## config.mk

```make
export PLATFORM = sky130hd
export DESIGN_NAME = cart_bank_irq_ctrl
export DESIGN_NICKNAME = d
export VERILOG_FILES = /design/src/rtl/cbic_pkg.sv /design/src/rtl/cbic_regfile.sv /design/src/rtl/cbic_bank_map.sv /design/src/rtl/cbic_irq_timer.sv /design/src/rtl/cart_bank_irq_ctrl.sv
export SDC_FILE = /design/constraint.sdc
export NUM_CORES = 1
export LEC_CHECK = 0
export ABC_AREA = 1
export BUFFER_PORTS_ARGS = -buffer_cell sky130_fd_sc_hd__buf_2
export CORE_AREA = 2 2 102 104
export DETAILED_ROUTE_END_ITERATION = 7
export DIE_AREA = 0 0 104 106
export SKIP_LAST_GASP = 1
export SLEW_MARGIN = 20
export SYNTH_ARGS = -nofsm -noshare
export SYNTH_HDL_FRONTEND = slang
export SYNTH_SLANG_ARGS = --single-unit
```

## constraint.sdc

```tcl
create_clock -name clk -period 1.4 [get_ports clk]
set_input_delay 0.28 -clock clk [delete_from_list [all_inputs] [get_ports clk]]
set_output_delay 0.28 -clock clk [all_outputs]
set_load 0.02 [all_outputs]
```

## src/rtl/cbic_pkg.sv

```systemverilog
package cbic_pkg;
    localparam int ADDR_W      = 16;
    localparam int DATA_W      = 8;
    localparam int NREG        = 16;
    localparam int IDX_W       = $clog2(NREG);
    localparam int IDX_LSB     = 8;
    localparam int PRG_WIN     = 4;
    localparam int PRG_BANK_W  = 6;
    localparam int PRG_CHIP_B  = PRG_BANK_W;
    localparam int WRAM_WIN    = 2;
    localparam int WRAM_BANK_W = DATA_W - 2;
    localparam int CNT_W       = 2 * DATA_W;

    localparam int REG_WRAM0   = 0;
    localparam int REG_PRG0    = 2;
    localparam int REG_CHR     = 5;
    localparam int REG_MIRROR  = 10;

    localparam logic [ADDR_W-1:0] ADR_LATCH_LO = 16'hD600;
    localparam logic [ADDR_W-1:0] ADR_LATCH_HI = 16'hD700;
    localparam logic [ADDR_W-1:0] ADR_ACK      = 16'hD800;
    localparam logic [ADDR_W-1:0] ADR_RELOAD   = 16'hD900;

    typedef logic [DATA_W-1:0]            byte_t;
    typedef logic [NREG-1:0][DATA_W-1:0]  regs_t;
    typedef logic [CNT_W-1:0]             cnt_t;
endpackage

```

## src/rtl/cbic_regfile.sv

```systemverilog
module cbic_regfile
    import cbic_pkg::*;
(
    input  logic              clk,
    input  logic              rst_n,
    input  logic              wr_en,
    input  logic [ADDR_W-1:0] addr,
    input  byte_t             wdata,
    output regs_t             regs_o
);
    typedef struct packed {
        regs_t regs;
    } rf_state_t;

    rf_state_t s_d, s_q;
    logic      hit;

    always_comb begin
        s_d = s_q;
        hit = wr_en && addr[ADDR_W-1];
        if (hit) begin
            s_d.regs[addr[IDX_LSB +: IDX_W]] = wdata;
        end
    end

    always_ff @(posedge clk) begin
        if (!rst_n) s_q <= '0;
        else        s_q <= s_d;
    end

    assign regs_o = s_q.regs;

    // the addressed register holds the written byte one cycle later
    assert_reg_store_R1: assert property (@(posedge clk) disable iff (!rst_n)
        (wr_en && addr[ADDR_W-1]) |=> regs_o[$past(addr[IDX_LSB +: IDX_W])] == $past(wdata));

    // low-half writes and idle cycles leave the file untouched
    assert_low_ignored_R11: assert property (@(posedge clk) disable iff (!rst_n)
        !(wr_en && addr[ADDR_W-1]) |=> $stable(regs_o));
endmodule

```

## src/rtl/cbic_bank_map.sv

```systemverilog
module cbic_bank_map
    import cbic_pkg::*;
(
    input  regs_t                              regs,
    output logic [WRAM_WIN*WRAM_BANK_W-1:0]    wram_bank,
    output logic [PRG_WIN*PRG_BANK_W-1:0]      prg_bank,
    output logic [PRG_WIN-1:0]                 prg_ext,
    output logic                               chr_lo,
    output logic                               chr_hi,
    output logic                               mirror
);
    genvar gw;
    generate
        for (gw = 0; gw < WRAM_WIN; gw++) begin : g_wram
            byte_t r;
            assign r = regs[REG_WRAM0 + gw];
            assign wram_bank[gw*WRAM_BANK_W +: WRAM_BANK_W] =
                r[DATA_W-1:2] | {{(WRAM_BANK_W-1){1'b0}}, r[0]};
        end
        for (gw = 0; gw < PRG_WIN; gw++) begin : g_prg
            if (gw == PRG_WIN - 1) begin : g_fixed
                assign prg_bank[gw*PRG_BANK_W +: PRG_BANK_W] = {PRG_BANK_W{1'b1}};
                assign prg_ext[gw] = 1'b1;
            end else begin : g_sel
                byte_t r;
                assign r = regs[REG_PRG0 + gw];
                assign prg_bank[gw*PRG_BANK_W +: PRG_BANK_W] = r[PRG_BANK_W-1:0];
                assign prg_ext[gw] = r[PRG_CHIP_B];
            end
        end
    endgenerate

    assign chr_lo = regs[REG_CHR][0];
    assign chr_hi = 1'b1;
    assign mirror = ~regs[REG_MIRROR][1];
endmodule

```

## src/rtl/cbic_irq_timer.sv

```systemverilog
module cbic_irq_timer
    import cbic_pkg::*;
(
    input  logic              clk,
    input  logic              rst_n,
    input  logic              wr_en,
    input  logic [ADDR_W-1:0] addr,
    input  byte_t             wdata,
    output logic              irq
);
    typedef struct packed {
        cnt_t latch;
        cnt_t count;
        logic en;
        logic saved;
        logic pend;
    } irq_state_t;

    irq_state_t s_d, s_q;
    logic wr_lo, wr_hi, wr_ack, wr_reload, wrap;

    always_comb begin
        s_d       = s_q;
        wr_lo     = wr_en && (addr == ADR_LATCH_LO);
        wr_hi     = wr_en && (addr == ADR_LATCH_HI);
        wr_ack    = wr_en && (addr == ADR_ACK);
        wr_reload = wr_en && (addr == ADR_RELOAD);
        wrap      = s_q.en && (s_q.count == {CNT_W{1'b1}});

        if (wr_lo) s_d.latch[DATA_W-1:0]     = wdata;
        if (wr_hi) s_d.latch[CNT_W-1:DATA_W] = wdata;

        if (wr_reload) begin
            s_d.count = s_q.latch;
            s_d.en    = wdata[1];
            s_d.saved = wdata[0];
            s_d.pend  = 1'b0;
        end else begin
            if (wr_ack) begin
                s_d.en   = s_q.saved;
                s_d.pend = 1'b0;
            end
            if (wrap) begin
                s_d.count = s_q.latch;
                s_d.pend  = 1'b1;
            end else if (s_q.en) begin
                s_d.count = s_q.count + 1'b1;
            end
        end
    end

    always_ff @(posedge clk) begin
        if (!rst_n) s_q <= '0;
        else        s_q <= s_d;
    end

    assign irq = s_q.pend;

    // low latch byte follows its command write
    assert_latch_lo_R7: assert property (@(posedge clk) disable iff (!rst_n)
        wr_lo |=> s_q.latch[DATA_W-1:0] == $past(wdata));

    // reload command restarts counter and clears the request
    assert_reload_R8: assert property (@(posedge clk) disable iff (!rst_n)
        wr_reload |=> (s_q.count == $past(s_q.latch)) && !irq
                      && (s_q.en == $past(wdata[1])) && (s_q.saved == $past(wdata[0])));

    // acknowledge restores enable from the saved copy
    assert_ack_restore_R9: assert property (@(posedge clk) disable iff (!rst_n)
        (wr_ack && !wrap) |=> (s_q.en == $past(s_q.saved)) && !irq);

    // a wrap reloads from the latch and raises the request
    assert_wrap_R10: assert property (@(posedge clk) disable iff (!rst_n)
        (s_q.en && (s_q.count == {CNT_W{1'b1}}) && !wr_reload)
        |=> irq && (s_q.count == $past(s_q.latch)));

    // the request is held until a command clears it
    assert_irq_hold_R10: assert property (@(posedge clk) disable iff (!rst_n)
        (irq && !wr_ack && !wr_reload) |=> irq);
endmodule

```

## src/rtl/cart_bank_irq_ctrl.sv

```systemverilog
module cart_bank_irq_ctrl
    import cbic_pkg::*;
(
    input  logic                             clk,
    input  logic                             rst_n,
    input  logic                             cpu_wr,
    input  logic [ADDR_W-1:0]                cpu_addr,
    input  logic [DATA_W-1:0]                cpu_wdata,
    output logic [WRAM_WIN*WRAM_BANK_W-1:0]  wram_bank_o,
    output logic [PRG_WIN*PRG_BANK_W-1:0]    prg_bank_o,
    output logic [PRG_WIN-1:0]               prg_ext_o,
    output logic                             chr_page_lo_o,
    output logic                             chr_page_hi_o,
    output logic                             mirror_o,
    output logic                             irq_o
);
    regs_t regs;

    cbic_regfile u_regs (
        .clk    (clk),
        .rst_n  (rst_n),
        .wr_en  (cpu_wr),
        .addr   (cpu_addr),
        .wdata  (cpu_wdata),
        .regs_o (regs)
    );

    cbic_bank_map u_map (
        .regs      (regs),
        .wram_bank (wram_bank_o),
        .prg_bank  (prg_bank_o),
        .prg_ext   (prg_ext_o),
        .chr_lo    (chr_page_lo_o),
        .chr_hi    (chr_page_hi_o),
        .mirror    (mirror_o)
    );

    cbic_irq_timer u_irq (
        .clk   (clk),
        .rst_n (rst_n),
        .wr_en (cpu_wr),
        .addr  (cpu_addr),
        .wdata (cpu_wdata),
        .irq   (irq_o)
    );

    // top program window never moves off the external last bank
    assert_top_window_R4: assert property (@(posedge clk) disable iff (!rst_n)
        prg_ext_o[PRG_WIN-1] && (prg_bank_o[PRG_WIN*PRG_BANK_W-1 -: PRG_BANK_W] == {PRG_BANK_W{1'b1}}));
endmodule

```

* Word level (Yosys, flattened, before mapping)
Cells that the tools add are included.
** Operators by class
- Multipliers :: 0
- Eq/ne operators :: 5
- Add/subtract/negate cells :: 1
- Muxes and demuxes :: 9
- $lt $le $gt $ge :: 2
- Div/mod/pow operators :: 0
- Reductions and logical operators :: 11
- Bitwise logic cells :: 4
- Shifts and indexed selects :: 0
** Operators by type and width (number)
- 128-bit bitwise mux :: 1
- 16-bit == test (second input constant) :: 5
- 8-bit demux with 4-bit select :: 1
- 16-bit two-way mux :: 2
- 17-bit two-way mux :: 1
- 16-bit by 1-bit adder with 16-bit output (second input constant) :: 1
- 6-bit by 1-bit bitwise OR with 6-bit output :: 2
- 8-bit two-way mux :: 1
- 1-bit logical AND :: 7
- 4-bit by 5-bit < comparator with 1-bit output (second input constant) :: 1
- 4-bit by 1-bit >= comparator with 1-bit output (second input constant) :: 1
- 2-bit nonzero test :: 2
- 1-bit two-way mux :: 3
- 3-bit nonzero test :: 1
- 1-bit inverter :: 2
- 2-bit OR reduction :: 1
** Word-level totals
- Input port bits :: 27
- Output and inout port bits :: 44
- Memories kept :: 0
- Bits in read-only memories :: 0
- Register bits after elaboration :: 163
- Logic and storage cells :: 54
- Memory bits (writable) :: 0
- Bits in latches :: 0

* Longest topological paths before layout
- Word-level depth :: 5
- Gate-level depth with buffers :: 12
- Mapped depth without buffers :: 10

* Cells and area by module
Synthesis repeated with hierarchy kept, for this count alone.
** Unflattened totals
- Cell total of the unflattened synthesis :: 1210
- Area, all modules :: 7946.4 sq um
** By module, submodules not included
- cbic_regfile :: area an instance 5656.7 sq um, times used 1, seq. area each 2562.5 sq um, cells an instance 861
- cbic_irq_timer :: area an instance 1959.4 sq um, times used 1, seq. area each 700.7 sq um, cells an instance 301
- cbic_bank_map :: area an instance 330.3 sq um, times used 1, seq. area each 0.0 sq um, cells an instance 48

* Least setup slack after synthesis
OpenSTA, ideal clock, no wires.
- Path type :: register -> register
- Start :: register u_irq.s_q[3] in the netlist's numbering
- End :: register u_irq.s_q[14] in the netlist's numbering
- Arrival time :: 1.384 ns
- Buffers on the path :: 1
- Clock period less this slack :: 1.497 ns
- Library setup time :: 0.113 ns
- Cell stages (with the launch flop) :: 10
- Setup slack :: -0.097 ns
- Required time :: 1.287 ns
- Path through :: dfxtp_1 -> ha_1 -> nand3_1 -> nor2_2 -> nand4_4 -> nand2_4 -> buf_6 -> o21ai_0 -> nor2_1 -> nor2_1
** Between the ends
- Longest elaborated chain between the ends :: 4
- Elaborated cells between the ends (all ways) :: 7
- Those cells by class :: 1 x add/sub; 1 x eq/ne; 3 x mux; 2 x reduce/logical
** Ends and longest elaborated chain
- from (decl) :: RTL line cbic_irq_timer.sv:19 : irq_state_t s_d, s_q;
- from (signal assigned) :: RTL line cbic_irq_timer.sv:53 : if (!rst_n) s_q <= '0;
- from (signal assigned) :: RTL line cbic_irq_timer.sv:54 : else s_q <= s_d;
- 16-bit by 1-bit adder with 16-bit output or 16-bit == test (tied branches) :: RTL line cbic_irq_timer.sv:47, cbic_irq_timer.sv:28
- 16-bit two-way mux or 1-bit logical AND (tied branches) :: RTL line cbic_irq_timer.sv:46, cbic_irq_timer.sv:28
- 16-bit two-way mux :: RTL line cbic_irq_timer.sv:43 : if (wrap) begin
- 17-bit two-way mux :: RTL line cbic_irq_timer.sv:33 : if (wr_reload) begin
Several ways; a longest one is shown, not always the timed one. The select of a mux whose other input is x is not followed.
A chain may end at the register's enable or synchronous reset.

* Worst setup path after layout
- Start :: register u_irq.s_q[4] in the netlist's numbering
- End :: register u_irq.s_q[14] in the netlist's numbering
Same word-level chain as after synthesis.

==> results.ini <==
[worst_setup_path]
worst_setup_path_start_kind=register
path_max_fanout=4
critPathLaunch=u_irq.s_q[4]
ff2ff_path_depth=9
worstSetupPathType=reg2reg
end_kind=register
worstPathRequired_ps=1630
critPathArrivalTime_ps=1670
r2r_start=u_irq.s_q[4]

[synth]
synth_top_area_cell=dfxtp_1
synth_seq_cells=72
syn_avg_cell_area_sq_um=7.23
syn_area_sq_um=3680
postSynth.asyncResetShare_pct=0
post_synth_num_cell_types=35
ys.flop_type=dfxtp_1
seq_area_frac_synth_pct=39.1
ys.warnings.count=0
synth-edff-count=0
synthCells=509
ys_top_cells_by_area=dfxtp_1, nand2_1, a21oi_1
netlist.area_leader.share_pct=39.1

[final_layout]
diodes=0
utilization_pct=44.1
areaGrowthSynthToFinish_pct=19.7
regArea_sq_um=1440
nets=609
drive_above_1_share_pct=25.5
filler_cell_count=1058
multi_input_area_sq_um=1660

[clock_tree]
cts_tree=done
insertion_delay_ps=330
ctsHoldBuffers=0
path_clk_slew_ps=70
clkSinkCount=72
cts_resized=0
cts_root_buf=clkbuf_8
htreeDepth=3
numCtsBuffers=9
cts.path.max_buffers=2

[timing]
drv_slew=0
fin_crit_sh_pct=103
hold_violations=0
setup_slack_ps=-37.1
finalSetupViolCount=12
timing.fmax_mhz=696
setup_tns_ps=-193
fin_worst_skew_ps=5.51
rsz0062_at_grt=true
timing.hold.ws_ps=259
period_minus_slack_ps=1440

[placed_design]
gp_congestion=0.877
dpl.hpwl_um=6840
portBuffers=62

[grt]
overflow=0
grt_usage_pct=17.2
grt.busiest_layer=met2
met3_usage_pct=4.48
grt_util_met2_pct=29.2
grt_start_max_net_pins=24
grt_pass1_wl_um=15300
grt_antenna_before_repair=0
grt_pass1_vias=3345
gr-usage-met1_pct=20.7

[route]
wl_um=9040
route.detailed.drc=0
drt_iter0_drc=119
drtAntennaViolNets=0
vias=3387
via_per_inst=4.70
wl_per_cell_um=12.5
drtPass1Iterations=5

[worst_hold_path]
hold-path-cell-count=3
hp-start=cpu_wdata[7]
hp-class=in2reg

[status]
outcome=finished, violations left
violations=setup timing

[floorplan]
die_area_sq_um=11000
die_h_um=106
initial_core_util_pct=36.8
core_area_sq_um=10000
rows=37
die_w_um=104
boundaryPins=71

[pwr]
powerDensity_nw_per_um2=941
leakage_nw=1.87
ir_drop_uv=603

[job]
max-cap-violations=0

-- cell usage after synthesis (2+ instances only) --
cell type and count:
buf_6 4, buf_2 4, xnor2_1 2, nand2_1 103, nor2_4 5, nand2_2 2
inv_2 3, o21ai_2 2, nor2_1 22, nand4_1 8, clkbuf_1 8, inv_1 54
nand3_1 53, a21oi_1 69, o21ai_0 36, xor2_1 4, dfxtp_1 72, buf_4 39
nand3b_1 2, nor2_2 2
-- placed cells by master (no fill, tap or decap), types with 2 or more instances in the layout --
cell and instances:
a21oi_1 69, buf_2 62, buf_4 48, bufinv_16 2, clkbuf_8 11, conb_1 8, dfxtp_1 70, dfxtp_2 2
inv_1 54, inv_2 3, nand2_1 103, nand2_2 2, nand3_1 52, nand3b_1 2, nand4_1 8, nor2_1 22
nor2_4 6, o21ai_0 35, o21ai_2 2, xnor2_1 2, xor2_1 4
-- final timing paths --
path                                          end  slack (ps)
worst max-delay path                u_irq.s_q[14]         -40
worst min-delay path            u_regs.regs_o[15]         260
worst max register to register      u_irq.s_q[14]         -40
worst min register to register  u_regs.regs_o[37]         450
-- cell type report --
| cell class | count | area share [%] |
|---|---|---|
| Clock buffer | 12 | 3.52 |
| Timing Repair Buffer | 111 | 15.7 |
| Clock inverter | 3 | 1.48 |
| Tap cell | 136 | 3.86 |
| Sequential cell | 72 | 32.8 |
| Multi-Input combinational cell | 329 | 37.8 |
| Inverter | 58 | 4.94 |
-- power by group --
group | leakage [nW] | total (W) | switching [W] | internal, W
sequential | 0.581 | 0.00206 | 0.00000440 | 0.00206
combinational | 1.18 | 0.000269 | 0.000179 | 0.0000897
clock | 0.112 | 0.00182 | 0.000727 | 0.00109
total | 1.87 | 0.00415 | 0.000910 | 0.00324
-- worst max-delay path, stage by stage (launching register included) --
cell     delay (ps)
dfxtp_2         360
ha_4            140
nand3_2         100
nor2_4          150
nand4_4         120
nand2_4         100
buf_4           140
o21ai_1          70
nor2_1          110
nor2_1           50
-- layer usage --
| layer | part of all wire (%) | up-vias |
|---|---|---|
| li1 | - | 1756 |
| met1 | 45 | 1539 |
| met2 | 48 | 80 |
| met3 | 5.0 | 12 |
| met4 | 1.8 | 0 |
| met5 | 0 | - |
-- cells by family after synthesis --
| group | after synthesis | share of synthesized area (%) |
|---|---|---|
| other | 1 | 0.102 |
| buffers and inverters | 115 | 17.0 |
| xor gates and xnor gates | 6 | 1.43 |
| and+or+nand+nor | 203 | 26.4 |
| DFF | 72 | 39.1 |
| AOI/OAI and AO/OA | 111 | 15.6 |
| adders and majority gates | 1 | 0.340 |
-- state kept, by name, indices dropped and copies added, names as in the netlist --
name and flops:
u_irq.s_q 34, u_irq.irq 1, u_regs.regs_o 37
-- through the flow --
stage               instance area, sq um  total power, W  std cells  setup WS [ps]
finish                              4410         0.00415        721          -37.1
global route                        4410         0.00433        721           -178
CTS                                 4410         0.00421        721          -48.6
detailed placement                  4170         0.00238        704           -137
global placement                    4170         0.00237        704           -117
floorplan                           3730         0.00227        516           2.58
-- repair_timing --
| item | 4_1_cts | 5_1_grt |
|---|---|---|
| setup buffers | 2 | 0 |
| hold endpoints to repair | 0 | 0 |
| pin swaps | 1 | 0 |
| setup endpoints to repair | 17 | 17 |
Note: power is estimated with default switching activity, not from simulation.
